**src/rtl/irq_hub_pkg.sv**
```systemverilog
package irq_hub_pkg;

   // Register select, taken from byte address bits [3:2]
   typedef enum logic [1:0] {
      HUB_EN_CLR = 2'd0,
      HUB_EN_SET = 2'd1,
      HUB_EN_VIEW = 2'd2,
      HUB_PEND = 2'd3
   } hub_reg_e;

   localparam int unsigned HUB_SEL_LSB = 2;
   localparam int unsigned HUB_SEL_W = 2;

endpackage

```
**src/rtl/irq_hub_sync.sv**
```systemverilog
module irq_hub_sync #(
   parameter int unsigned N_SRC = 4,
   parameter int unsigned SYNC_STAGES = 2
) (
   input  logic             clk,
   input  logic             rst,
   input  logic [N_SRC-1:0] src_i,
   output logic [N_SRC-1:0] rise_o
);

   logic [N_SRC-1:0] s_lvl;
   logic [N_SRC-1:0] s_prev;

   generate
      if (SYNC_STAGES == 0) begin : g_direct
         assign s_lvl = src_i;
      end else begin : g_chain
         logic [N_SRC-1:0] stg [SYNC_STAGES];
         always_ff @(posedge clk) begin
            if (rst) begin
               for (int k = 0; k < SYNC_STAGES; k++) stg[k] <= '0;
            end else begin
               stg[0] <= src_i;
               for (int k = 1; k < SYNC_STAGES; k++) stg[k] <= stg[k-1];
            end
         end
         assign s_lvl = stg[SYNC_STAGES-1];
      end
   endgenerate

   always_ff @(posedge clk) begin
      if (rst) s_prev <= '0;
      else     s_prev <= s_lvl;
   end

   assign rise_o = s_lvl & ~s_prev;

   // an edge pulse lasts a single cycle
   a_r6_rise_single: assert property (@(posedge clk) disable iff (rst)
      (rise_o & $past(rise_o)) == '0);

endmodule

```
**src/rtl/irq_hub_core.sv**
```systemverilog
module irq_hub_core #(
   parameter int unsigned N_SRC = 4
) (
   input  logic             clk,
   input  logic             rst,
   input  logic [N_SRC-1:0] rise_i,
   input  logic [N_SRC-1:0] en_set_i,
   input  logic [N_SRC-1:0] en_clr_i,
   input  logic [N_SRC-1:0] pend_clr_i,
   output logic [N_SRC-1:0] en_q,
   output logic [N_SRC-1:0] pend_q,
   output logic             irq_q
);

   logic [N_SRC-1:0] hit;

   assign hit = rise_i & en_q;

   generate
      for (genvar i = 0; i < N_SRC; i++) begin : g_bit
         always_ff @(posedge clk) begin
            if (rst) begin
               en_q[i]   <= 1'b0;
               pend_q[i] <= 1'b0;
            end else begin
               if (en_set_i[i])      en_q[i] <= 1'b1;
               else if (en_clr_i[i]) en_q[i] <= 1'b0;
               // a fresh event outranks a clear in the same cycle
               if (hit[i])             pend_q[i] <= 1'b1;
               else if (pend_clr_i[i]) pend_q[i] <= 1'b0;
            end
         end
      end
   endgenerate

   always_ff @(posedge clk) begin
      if (rst) irq_q <= 1'b0;
      else     irq_q <= |(pend_q & en_q);
   end

   a_r4_enable_set: assert property (@(posedge clk) disable iff (rst)
      (|en_set_i) |=> ((en_q & $past(en_set_i)) == $past(en_set_i)));

   a_r3_enable_clear: assert property (@(posedge clk) disable iff (rst)
      (|en_clr_i) |=> ((en_q & $past(en_clr_i)) == '0));

   a_r7_event_wins: assert property (@(posedge clk) disable iff (rst)
      (|hit) |=> ((pend_q & $past(hit)) == $past(hit)));

   a_r6_pend_needs_enable: assert property (@(posedge clk) disable iff (rst)
      ((pend_q & ~$past(pend_q)) & ~$past(rise_i & en_q)) == '0);

endmodule

```
**src/rtl/irq_hub_wb.sv**
```systemverilog
module irq_hub_wb
   import irq_hub_pkg::*;
#(
   parameter int unsigned N_SRC = 4,
   parameter int unsigned ADDR_W = 6,
   parameter int unsigned DATA_W = 32
) (
   input  logic              clk,
   input  logic              rst,
   input  logic              wb_cyc_i,
   input  logic              wb_stb_i,
   input  logic              wb_we_i,
   input  logic [ADDR_W-1:0] wb_adr_i,
   input  logic [DATA_W-1:0] wb_dat_i,
   output logic [DATA_W-1:0] wb_dat_o,
   output logic              wb_ack_o,
   input  logic [N_SRC-1:0]  en_i,
   input  logic [N_SRC-1:0]  pend_i,
   output logic [N_SRC-1:0]  en_set_o,
   output logic [N_SRC-1:0]  en_clr_o,
   output logic [N_SRC-1:0]  pend_clr_o
);

   localparam int unsigned HI_LSB = HUB_SEL_LSB + HUB_SEL_W;

   logic       take;
   logic       in_map;
   hub_reg_e   sel;
   logic [N_SRC-1:0] wmask;
   logic [N_SRC-1:0] rd_bits;

   assign take = wb_cyc_i & wb_stb_i & ~wb_ack_o;
   assign sel  = hub_reg_e'(wb_adr_i[HUB_SEL_LSB +: HUB_SEL_W]);

   generate
      if (ADDR_W > HI_LSB) begin : g_hi
         assign in_map = (wb_adr_i[ADDR_W-1:HI_LSB] == '0);
      end else begin : g_nohi
         assign in_map = 1'b1;
      end
      if (DATA_W > N_SRC) begin : g_wide
         logic unused_hi;
         assign unused_hi = ^wb_dat_i[DATA_W-1:N_SRC];
      end
   endgenerate

   logic unused_lo;
   assign unused_lo = ^wb_adr_i[HUB_SEL_LSB-1:0];

   assign wmask = (take & wb_we_i & in_map) ? wb_dat_i[N_SRC-1:0] : '0;

   assign en_clr_o   = (sel == HUB_EN_CLR) ? wmask : '0;
   assign en_set_o   = (sel == HUB_EN_SET) ? wmask : '0;
   assign pend_clr_o = (sel == HUB_PEND)   ? wmask : '0;

   always_comb begin
      rd_bits = '0;
      if (in_map) begin
         unique case (sel)
            HUB_EN_VIEW: rd_bits = en_i;
            HUB_PEND:    rd_bits = pend_i;
            default:     rd_bits = '0;
         endcase
      end
   end

   always_ff @(posedge clk) begin
      if (rst) begin
         wb_ack_o <= 1'b0;
         wb_dat_o <= '0;
      end else begin
         wb_ack_o <= take;
         wb_dat_o <= (take & ~wb_we_i) ? DATA_W'(rd_bits) : '0;
      end
   end

   a_r9_ack_single: assert property (@(posedge clk) disable iff (rst)
      wb_ack_o |=> !wb_ack_o);

   a_r9_ack_follows_req: assert property (@(posedge clk) disable iff (rst)
      wb_ack_o |-> $past(wb_cyc_i && wb_stb_i));

   a_r5_one_target: assert property (@(posedge clk) disable iff (rst)
      $onehot0({|en_clr_o, |en_set_o, |pend_clr_o}));

endmodule

```
**src/rtl/irq_hub.sv**
```systemverilog
module irq_hub #(
   parameter int unsigned N_SRC = 4,
   parameter int unsigned ADDR_W = 6,
   parameter int unsigned DATA_W = 32,
   parameter int unsigned SYNC_STAGES = 2
) (
   input  logic              clk,
   input  logic              rst,
   input  logic              wb_cyc_i,
   input  logic              wb_stb_i,
   input  logic              wb_we_i,
   input  logic [ADDR_W-1:0] wb_adr_i,
   input  logic [DATA_W-1:0] wb_dat_i,
   output logic [DATA_W-1:0] wb_dat_o,
   output logic              wb_ack_o,
   input  logic [N_SRC-1:0]  src_i,
   output logic              irq_o
);

   generate
      if (N_SRC < 1 || N_SRC > DATA_W) begin : g_bad_n
         $error("irq_hub: N_SRC must be 1..DATA_W");
      end
      if (ADDR_W < 4) begin : g_bad_a
         $error("irq_hub: ADDR_W must cover four word registers");
      end
      if (SYNC_STAGES > 4) begin : g_bad_s
         $error("irq_hub: SYNC_STAGES above 4 is not supported");
      end
   endgenerate

   logic [N_SRC-1:0] rise;
   logic [N_SRC-1:0] en_q, pend_q;
   logic [N_SRC-1:0] en_set, en_clr, pend_clr;

   irq_hub_sync #(.N_SRC(N_SRC), .SYNC_STAGES(SYNC_STAGES)) u_sync (
      .clk(clk), .rst(rst), .src_i(src_i), .rise_o(rise)
   );

   irq_hub_wb #(.N_SRC(N_SRC), .ADDR_W(ADDR_W), .DATA_W(DATA_W)) u_wb (
      .clk(clk), .rst(rst),
      .wb_cyc_i(wb_cyc_i), .wb_stb_i(wb_stb_i), .wb_we_i(wb_we_i),
      .wb_adr_i(wb_adr_i), .wb_dat_i(wb_dat_i),
      .wb_dat_o(wb_dat_o), .wb_ack_o(wb_ack_o),
      .en_i(en_q), .pend_i(pend_q),
      .en_set_o(en_set), .en_clr_o(en_clr), .pend_clr_o(pend_clr)
   );

   irq_hub_core #(.N_SRC(N_SRC)) u_core (
      .clk(clk), .rst(rst), .rise_i(rise),
      .en_set_i(en_set), .en_clr_i(en_clr), .pend_clr_i(pend_clr),
      .en_q(en_q), .pend_q(pend_q), .irq_q(irq_o)
   );

   // a cycle spent in reset leaves the request low
   a_r1_irq_reset: assert property (@(posedge clk) $past(rst) |-> !irq_o);

endmodule

```
**config.mk**
```make
export PLATFORM = sky130hd
export DESIGN_NAME = irq_hub
export DESIGN_NICKNAME = d
export VERILOG_FILES = /design/src/rtl/irq_hub_pkg.sv /design/src/rtl/irq_hub_sync.sv /design/src/rtl/irq_hub_core.sv /design/src/rtl/irq_hub_wb.sv /design/src/rtl/irq_hub.sv
export SDC_FILE = /design/constraint.sdc
export NUM_CORES = 1
export LEC_CHECK = 0
export ABC_AREA = 1
export BUFFER_PORTS_ARGS = -buffer_cell sky130_fd_sc_hd__buf_2
export CORE_UTILIZATION = 43
export CTS_CLUSTER_DIAMETER = 50
export CTS_CLUSTER_SIZE = 30
export DETAILED_ROUTE_END_ITERATION = 8
export PLACE_DENSITY = 0.83
export SYNTH_ARGS = -nofsm -noshare
export SYNTH_HDL_FRONTEND = slang
export SYNTH_SLANG_ARGS = --single-unit
```
**constraint.sdc**
```tcl
create_clock -name clk -period 2.3 [get_ports clk]
set_clock_uncertainty 0.1 [all_clocks]
set_input_delay 0.23 -clock clk [delete_from_list [all_inputs] [get_ports clk]]
set_output_delay 0.23 -clock clk [all_outputs]
set_load 0.01 [all_outputs]
```
==> parameters.txt, run 1 <==
Parameter                              Value

Worst setup path
  CP arrival ... 1310 ps
  Worst path required time ... 2410 ps
  Kind of critical path ... flop to flop
  Launch point of the worst reg-to-reg path ... u_wb.wb_ack_o
  Worst Setup SP ... u_wb.wb_ack_o
  Worst setup EP type ... flop
  Critical-path maximum fanout ... 12
  Type of origin of the critical path ... flop

GRT
  Maximum number of pins on one net before global-route repair ... 23
  Total congestion overflow ... 0
  Global-route wire length before repair ... 2780 um
  Vias in the first global route ... 681
  Number of antenna violations at the first check in global routing ... 0
  Global routing usage summed across all routing layers ... 13.5%

Detailed routing
  Residual DRC count ... 0
  Pre-antenna DRT Iters ... 4
  Overall via count from detail_route ... 868
  Detailed-route wire length per cell ... 8.39 um
  Wire length reported by the detailed router ... 1710 um
  DRC marker count from the first detailed-route iteration ... 17
  Antenna viol nets, final ... 0
  Via/cell ratio ... 4.25

CTS
  Inserted Clock Buffers ... 3
  Sink Count ... 26
  TritonCTS clock tree ... built
  H-tree depth reported by CTS ... 1
  Maximum count of clock buffers along a single path ... 2
  Master cell of the clock root buffer ... sky130_fd_sc_hd__clkbuf_4
  Post-CTS Setup Inserts ... 0
  Worst-Skew Late Latency ... 320 ps
  Clock transition at the register clock pins on the worst setup and hold paths after CTS ... 130 ps
  Post-cts sizing count ... 0

Die
  Initial Utilization ... 46.0%
  Die height ... 54.0 um
  Core ar. ... 2520 um2
  Ports placed on the boundary ... 81
  Site Rows ... 18
  Die X ... 54.0 um
  Die Outline Area ... 2910 um2

Logic synthesis
  Number of enable-type register cells in the synthesized netlist ... 0
  Fraction of synthesized cell area taken by the top area cell type ... 44.8%
  Post-synth top flop ... sky130_fd_sc_hd__dfxtp_1
  Combined area of all synthesized cells ... 1160 um2
  Number of register bits inferred by synthesis ... 26
  Number of standard cells after synthesis ... 148
  Yosys top cell by area ... sky130_fd_sc_hd__dfxtp_1
  Count of unique library cells instantiated by Yosys ... 16
  Mean Syn Cell Area ... 7.85 um2
  Commonest cells in the synthesized netlist ... sky130_fd_sc_hd__buf_4, sky130_fd_sc_hd__dfxtp_1, sky130_fd_sc_hd__nand2_1
  Synthesis Warnings ... 0
  Share of flip-flops with an asynchronous set or reset after synthesis ... 0%
  Share of synthesized area occupied by flip-flops and latches ... 44.8%
  Cell with the most instances after synthesis ... sky130_fd_sc_hd__buf_4
  Main area contributors after synthesis ... sky130_fd_sc_hd__dfxtp_1, sky130_fd_sc_hd__buf_4, sky130_fd_sc_hd__nand3_1

Cells and area
  Antenna cells ... 0
  Utilization after layout ... 50.5%
  Number of nets at the end of the flow ... 222
  Share of post-route cells with drive strength above 1 ... 17.2%
  Number of non-filler instances in the completed layout ... 204
  P&R area growth vs syn ... 9.70%

Place
  Routability Congestion ... 0.779
  # placed instances ... 196
  Detailed placer's ending HPWL ... 1220 um
  Port Buffers ... 22

Timing
  Number of failing setup endpoints in the final timing report ... 0
  Setup repair after global routing missed its margin ... no
  Total count of hold-check failures in the final report ... 0
  Final Max Tran Viols ... 0
  Fmax achieved ... 0.834 GHz
  Final worst path period share ... 52.2%
  Final TNS setup ... 0 ps
  Hold Slack ... 80.1 ps
  Final min period ... 1200 ps

Run
  Max-capacitance violation count ... 0

Hold path
  Startpoint of the lowest-slack hold path ... wb_stb_i
  Min-Delay Path Class ... input port to flop

Power and ir drop
  Leak Pwr ... 0.577 nW
  Max VDD drop ... 0.545 mV
  Power density over the cells ... 661 nW/um2
  Total Power ... 0.842 mW

Outcome
  Status ... complete, no violations
[sequential cells by signal, indices dropped and copies added (netlist names)]
name and flops:
u_wb.wb_ack_o 1, u_wb.wb_dat_o 4, u_core.irq_q 1, u_sync.g_chain.stg 8, u_sync.s_prev 4, u_core.pend_q 4
u_core.en_q 4
[area by class of cell]
cell class                      count  area, um2
Sequential cell                    26        520
Multi-Input combinational cell    101        449
Tap cell                           30       37.5
Fill cell                         258       1250
Inverter                           17       63.8
Clock inverter                      1       30.0
Timing Repair Buffer               26        150
Clock buffer                        3       22.5
[timing repair]
item | CTS | global route
endpoints found under the setup margin | 0 | 0
endpoints found under the hold margin | 4 | 0
hold buffers | 4 | 0
[cell usage in the layout (no fill, tap or decap)]
master and count:
sky130_fd_sc_hd__conb_1 28, sky130_fd_sc_hd__dfxtp_1 26, sky130_fd_sc_hd__buf_2 22, sky130_fd_sc_hd__nand2_1 21, sky130_fd_sc_hd__nor2_1 18, sky130_fd_sc_hd__inv_1 17, sky130_fd_sc_hd__nand3_1 16, sky130_fd_sc_hd__a21oi_1 12
sky130_fd_sc_hd__dlygate4sd3_1 4, sky130_fd_sc_hd__clkbuf_4 3, sky130_fd_sc_hd__nand3_4 1, sky130_fd_sc_hd__nor2_2 1, sky130_fd_sc_hd__nand2_2 1, sky130_fd_sc_hd__nor2_4 1, sky130_fd_sc_hd__a41oi_1 1, sky130_fd_sc_hd__nand3b_1 1
sky130_fd_sc_hd__bufinv_16 1
[routing by layer]
metal  track usage [%]  share of wire (%)
met5                 0                  0
met4              3.95               0.88
met3              5.93                6.7
met2              24.3                 50
met1              14.0                 42
[metrics by stage]
step,cell area [um2],worst slack (ps)
after floorplan,1260,1180
after global placement,1180,1100
after detailed placement,1180,1060
after CTS,1270,1090
after global routing,1270,941
final,1270,1100
[worst max-delay path: stages, from the launching register on]
cell and delay, ps:
sky130_fd_sc_hd__dfxtp_1 330, sky130_fd_sc_hd__inv_1 80, sky130_fd_sc_hd__nand3_4 80, sky130_fd_sc_hd__nor2_4 250, sky130_fd_sc_hd__nand3_1 110, sky130_fd_sc_hd__nand2_1 80
sky130_fd_sc_hd__a21oi_1 50
[power by group]
group	switching (mW)	total [mW]	leakage [nW]	internal, mW
Clock	0.131	0.307	0.0279	0.176
Combinational	0.0504	0.0727	0.337	0.0223
Sequential	0.00263	0.462	0.212	0.460
[final timing paths]
check / endpoint / slack (ps) / cells past startpoint
max: u_core.en_q[3] / 1100 / 6
min: u_wb.wb_ack_o / 80 / 3
max reg2reg: u_core.en_q[3] / 1100 / 6
min reg2reg: u_sync.g_chain.stg[0][7] / 310 / 2
[kinds of logic after synthesis]
kind of cell	Yosys count	synth area share [%]
AND/OR/NAND/NOR	60	23.7
buffers and inverters	48	25.2
flip-flops	26	44.8
AO/OA/AOI/OAI	13	5.93
other	1	0.323
No activity file was read; power rests on OpenSTA's default activity.
==> inputs of run 2 (changes only) <==
--- a/config.mk
+++ b/config.mk
@@ -7,11 +7,11 @@
 export LEC_CHECK = 0
 export ABC_AREA = 1
 export BUFFER_PORTS_ARGS = -buffer_cell sky130_fd_sc_hd__buf_2
-export CORE_UTILIZATION = 43
+export CORE_UTILIZATION = 36
 export CTS_CLUSTER_DIAMETER = 50
 export CTS_CLUSTER_SIZE = 30
 export DETAILED_ROUTE_END_ITERATION = 8
-export PLACE_DENSITY = 0.83
+export PLACE_DENSITY = 0.74
 export SYNTH_ARGS = -nofsm -noshare
 export SYNTH_HDL_FRONTEND = slang
 export SYNTH_SLANG_ARGS = --single-unit
==> constraint.sdc (replaced) <==
create_clock -name clk -period 1.1 [get_ports clk]
set_clock_uncertainty 0.1 [all_clocks]
set_input_delay 0.11 -clock clk [delete_from_list [all_inputs] [get_ports clk]]
set_output_delay 0.11 -clock clk [all_outputs]
set_load 0.01 [all_outputs]
==> run 2 against run 1 <==
- the run now ends with hold timing, setup timing left
- non-clock buffer count rose by 6
- combinational power rose by 150%
- first-iteration DRC count rose by 94%
- global-route usage fell by 1.4 points
- final cell count rose by 10%
- flip-flop and latch count did not move
- die area rose by 19%
- critical path depth did not move
- highest routed layer unchanged
==> parameters.txt, run 2 (synthesized netlist as in run 1, its figures left out) <==
Parameter                              Value

Detailed routing
  Antenna viol nets, final ... 0
  Wire length reported by the detailed router ... 1930 um
  Metal-1 WL ... 848 um
  Sum of met3 wire segment lengths after detailed routing ... 128 um
  Top Metal Used ... met4
  Via/cell ratio ... 4.06
  Detailed-route wire length per cell ... 8.57 um
  Overall via count from detail_route ... 914
  Residual DRC count ... 0
  Routed length on met2 ... 926 um
  Pre-antenna DRT Iters ... 4
  DRC marker count from the first detailed-route iteration ... 33

Worst setup path
  Critical-path maximum fanout ... 6
  Kind of critical path ... flop to flop
  CP arrival ... 1220 ps
  Worst setup EP type ... flop
  Launch point of the worst reg-to-reg path ... u_wb.wb_ack_o
  Worst path required time ... 1220 ps
  Type of origin of the critical path ... flop
  Depth of the worst register-to-register path ... 6
  Worst Setup SP ... u_wb.wb_ack_o

Cells and area
  Most flop-heavy register ... u_sync.g_chain.stg
  P&R area growth vs syn ... 19.7%
  Utilization after layout ... 45.5%
  Area taken by flip-flops and latches ... 522 um2
  Antenna cells ... 0
  Filler cell count ... 322
  Area occupied by multi-input gates ... 489 um2
  Number of nets at the end of the flow ... 229
  Share of post-route cells with drive strength above 1 ... 22.7%
  Leading cell types in the layout, fill and taps excluded ... sky130_fd_sc_hd__conb_1, sky130_fd_sc_hd__dfxtp_1, sky130_fd_sc_hd__buf_2
  Largest register FFs ... 8
  Commonest non-fill, non-tap cell in the layout ... sky130_fd_sc_hd__conb_1

GRT
  Total congestion overflow ... 0
  Global-route wire length before repair ... 3130 um
  Number of antenna violations at the first check in global routing ... 0
  Global routing usage summed across all routing layers ... 12.1%
  Maximum number of pins on one net before global-route repair ... 17
  Vias in the first global route ... 702

CTS
  Hold buffer count at CTS ... 9
  Worst-Skew Late Latency ... 320 ps
  Clock transition at the register clock pins on the worst setup and hold paths after CTS ... 140 ps
  Master cell of the clock root buffer ... sky130_fd_sc_hd__clkbuf_4
  Sink Count ... 26
  Post-CTS Setup Inserts ... 0
  Inserted Clock Buffers ... 3
  TritonCTS clock tree ... built
  H-tree depth reported by CTS ... 1
  Maximum count of clock buffers along a single path ... 2

Timing
  Hold Slack ... -63.3 ps
  Number of failing setup endpoints in the final timing report ... 1
  Final worst path period share ... 100%
  Fin worst setup slack ... -2.21 ps
  Total count of hold-check failures in the final report ... 6
  Final Max Tran Viols ... 0
  Setup repair after global routing missed its margin ... yes
  Final min period ... 1100 ps
  Fmax achieved ... 0.907 GHz

Power and ir drop
  Clock share of power ... 35.8%
  Switching part of the total ... 22.1%
  Internal Dissipation ... 1.39 mW
  Sequential Power Share ... 54.2%
  Max VDD drop ... 0.669 mV
  Comb power frac ... 10.0%
  Leak Pwr ... 0.605 nW
  Power density over the cells ... 1280 nW/um2
  Switching power total ... 0.394 mW

Place
  Worst slack after detailed placement ... -26.6 ps
  Routability Congestion ... 0.787
  Port Buffers ... 22
  Detailed placer's ending HPWL ... 1350 um

Die
  Core ar. ... 3050 um2
  Site Rows ... 20
  Die X ... 58.8 um
  Die Outline Area ... 3460 um2
  Ports placed on the boundary ... 81
  Die height ... 58.8 um
  Initial Utilization ... 38.0%

Hold path
  Min-Delay Path Class ... input port to flop
  Startpoint of the lowest-slack hold path ... rst
  Hold depth ... 2

Outcome
  Status ... finished with violations
  Failing checks ... hold timing, setup timing

Run
  Max-capacitance violation count ... 0
run 2: layer usage:
layer | track usage, % | vias up
li1 | - | 471
met1 | 14.4 | 398
met2 | 20.5 | 38
met3 | 4.18 | 7
met4 | 4.08 | 0
met5 | 0 | -
run 2: layout make-up:
class,instances,area share (%)
Timing Repair Buffer,32,14.9
Multi-Input combinational cell,102,35.2
Clock inverter,1,2.16
Tap cell,44,3.96
Sequential cell,26,37.5
Clock buffer,3,1.62
Inverter,17,4.59
run 2: final timing paths:
| check | slack [ps] | endpoint |
|---|---|---|
| setup reg to reg | -2 | u_core.pend_q[1] |
| hold / removal | -60 | u_wb.wb_ack_o |
| setup / recovery | -2 | u_core.pend_q[1] |
| hold reg to reg | 310 | u_sync.g_chain.stg[0][6] |
run 2: timing repair:
item,CTS,global route
hold endpoints to repair,16,6
gates cloned,1,0
setup endpoints to repair,8,12
gates resized for setup,1,8
pin swaps,1,0
run 2: critical path: stages, from the launching register on:
cell and delay (ps):
sky130_fd_sc_hd__dfxtp_2 350, sky130_fd_sc_hd__inv_2 50, sky130_fd_sc_hd__nand3_4 100, sky130_fd_sc_hd__nor2_4 190, sky130_fd_sc_hd__nand3_1 90, sky130_fd_sc_hd__nand2_1 60, sky130_fd_sc_hd__a21oi_1 60
run 2: power groups by stage:
stage                     clock network, mW  registers (mW)  logic [mW]
after global routing                  0.712           0.970       0.203
after CTS                             0.660           0.967       0.172
after floorplan                           0           0.988       0.166
after detailed placement                  0           0.988       0.143
final                                 0.640           0.967       0.179
after global placement                    0           0.987       0.142
run 2: metrics by stage:
step                instances  setup TNS, ps  total power, mW  instance area [um2]
global route              225           -448             1.89                 1390
global placement          211          -3.57             1.13                 1210
finish                    225          -2.21             1.79                 1390
CTS                       225              0             1.80                 1360
detailed placement        211           -154             1.13                 1210
floorplan                 175              0             1.15                 1260
==> inputs of run 3 (changes only) <==
--- a/config.mk
+++ b/config.mk
@@ -12,6 +12,7 @@
 export CTS_CLUSTER_SIZE = 30
 export DETAILED_ROUTE_END_ITERATION = 8
 export PLACE_DENSITY = 0.74
+export REMOVE_ABC_BUFFERS = 1
 export SYNTH_ARGS = -nofsm -noshare
 export SYNTH_HDL_FRONTEND = slang
 export SYNTH_SLANG_ARGS = --single-unit
==> run 3 against run 2 <==
- the flow finishes with violations (hold timing)
- final area is 0.72% lower
- sequential power hardly changed
- hold slack better by 50 ps
- utilization is 0.33 points lower
- non-clock buffer count grew 3
- global-route usage is 1.2 points lower
- clock power shrank 26%
- largest cell class unchanged
==> parameters.txt, run 3 (synthesized netlist as in run 1, its figures left out) <==
Parameter                              Value

Outcome
  Status ... finished with violations
  Failing checks ... hold timing

Power and ir drop
  Max VDD drop ... 0.763 mV
  Leak Pwr ... 0.610 nW
  Power density over the cells ... 1180 nW/um2
  Total Power ... 1.62 mW

Timing
  Fmax achieved ... 0.934 GHz
  Hold Slack ... -13.5 ps
  Total count of hold-check failures in the final report ... 1
  Number of failing setup endpoints in the final timing report ... 0
  Final worst path period share ... 97.3%
  Setup repair after global routing missed its margin ... yes
  Fin worst setup slack ... 29.4 ps
  Final min period ... 1070 ps
  Final Max Tran Viols ... 0

Die
  Die Outline Area ... 3460 um2
  Core ar. ... 3050 um2
  Ports placed on the boundary ... 81
  Die X ... 58.8 um
  Site Rows ... 20
  Die height ... 58.8 um
  Initial Utilization ... 38.0%

CTS
  Hold buffer count at CTS ... 11
  Master cell of the clock root buffer ... sky130_fd_sc_hd__clkbuf_4
  Clock transition at the register clock pins on the worst setup and hold paths after CTS ... 130 ps
  Inserted Clock Buffers ... 3
  Sink Count ... 26
  Maximum count of clock buffers along a single path ... 2
  TritonCTS clock tree ... built
  Worst-Skew Late Latency ... 310 ps
  H-tree depth reported by CTS ... 1

Worst setup path
  Peak per-stage delay on the critical path ... 340 ps
  R2r setup slk ... 30 ps
  Worst setup path endpoint ... u_core.en_q[0]
  CP arrival ... 1200 ps
  Worst path required time ... 1230 ps
  Worst setup EP type ... flop
  Type of origin of the critical path ... flop
  Kind of critical path ... flop to flop
  Cell with the largest stage delay on the worst path ... sky130_fd_sc_hd__dfxtp_2
  Endpoint of the worst-slack reg-to-reg timing path ... u_core.en_q[0]
  Critical-path maximum fanout ... 6
  Depth of the worst register-to-register path ... 6
  Launch point of the worst reg-to-reg path ... u_wb.wb_ack_o
  Worst Setup SP ... u_wb.wb_ack_o
  Crit path cell chain ... inv_2 > nand3_4 > nor2_4 > nand3_1 > nand2_1 > a21oi_1

Cells and area
  Antenna cells ... 0
  Share of post-route cells with drive strength above 1 ... 20.1%
  Largest register FFs ... 8
  Filler cell count ... 323
  P&R area growth vs syn ... 18.9%
  Leading cell types in the layout, fill and taps excluded ... sky130_fd_sc_hd__conb_1, sky130_fd_sc_hd__dfxtp_1, sky130_fd_sc_hd__buf_2
  Area occupied by multi-input gates ... 468 um2
  Area taken by flip-flops and latches ... 522 um2
  Utilization after layout ... 45.2%
  Number of non-filler instances in the completed layout ... 228
  Number of nets at the end of the flow ... 232
  Commonest non-fill, non-tap cell in the layout ... sky130_fd_sc_hd__conb_1
  Most flop-heavy register ... u_sync.g_chain.stg

GRT
  Vias in the first global route ... 690
  Total congestion overflow ... 0
  Global-route wire length before repair ... 2930 um
  Global routing usage summed across all routing layers ... 10.9%
  Maximum number of pins on one net before global-route repair ... 15
  Number of antenna violations at the first check in global routing ... 0

Detailed routing
  Detailed-route wire length per cell ... 8.21 um
  Antenna viol nets, final ... 0
  Wire length reported by the detailed router ... 1870 um
  Via/cell ratio ... 3.93
  DRC marker count from the first detailed-route iteration ... 19
  Overall via count from detail_route ... 896
  Residual DRC count ... 0
  Pre-antenna DRT Iters ... 4

Hold path
  Min-Delay Path Class ... input port to flop

Run
  Max-capacitance violation count ... 0

Place
  Detailed placer's ending HPWL ... 1290 um
  Routability Congestion ... 0.776
  Worst slack after detailed placement ... -43.9 ps
  # placed instances ... 212
  Port Buffers ... 22
## run 3: timing repair
item                                   4_1_cts  5_1_grt
endpoints found under the hold margin       14        1
pin swaps                                    1        0
gates cloned                                 1        0
setup endpoints to repair                    8       12
buffers inserted                             0        0
gates resized for setup                      2        3
## run 3: metrics by stage
stage               cell area, um2  TNS [ps]
finish                        1380         0
global route                  1380      -274
CTS                           1370         0
detailed placement            1210      -302
global placement              1210      -148
floorplan                     1030         0
## run 3: cell type report
cell class / instances / area share (%)
clock buffers: 4 / 2.63
inverters: 17 / 4.62
multi-input cells: 102 / 33.9
flip-flops and latches: 26 / 37.8
well taps: 44 / 3.99
repair buffers: 35 / 17.0
## run 3: critical path, delay by kind of cell (launching register included)
kind            cells  cell delay (ps)
compound gates      1               50
buf+inv             1               60
flops               1              340
simple gates        4              430
## run 3: routing by layer
metal / routed length, um / global-route usage, % / vias up / part of all wire, %
met3: 134 / 3.96 / 0 / 7.2
met4: 0 / 2.04 / 0 / 0
met1: 877 / 13.7 / 379 / 47
met5: 0 / 0 / - / 0
li1: - / - / 475 / -
met2: 861 / 18.2 / 42 / 46
## run 3: worst min-delay path by stage
stage | end | slack, ps | start | cells past startpoint
2_1_floorplan | u_core.en_q[0] | 80 | rst | 1
3_3_place_gp | u_sync.g_chain.stg[0][2] | 210 | src_i[2] | 3
3_5_place_dp | u_sync.g_chain.stg[0][2] | 220 | src_i[2] | 3
4_1_cts | u_wb.wb_ack_o | -20 | wb_stb_i | 3
5_1_grt | u_wb.wb_ack_o | -20 | wb_stb_i | 3
6_report | u_wb.wb_ack_o | -10 | wb_stb_i | 3
## run 3: power breakdown
group	internal, mW	switching [mW]
combinational	0.0685	0.116
clock	0.202	0.268
sequential	0.961	0.00541
total	1.23	0.390
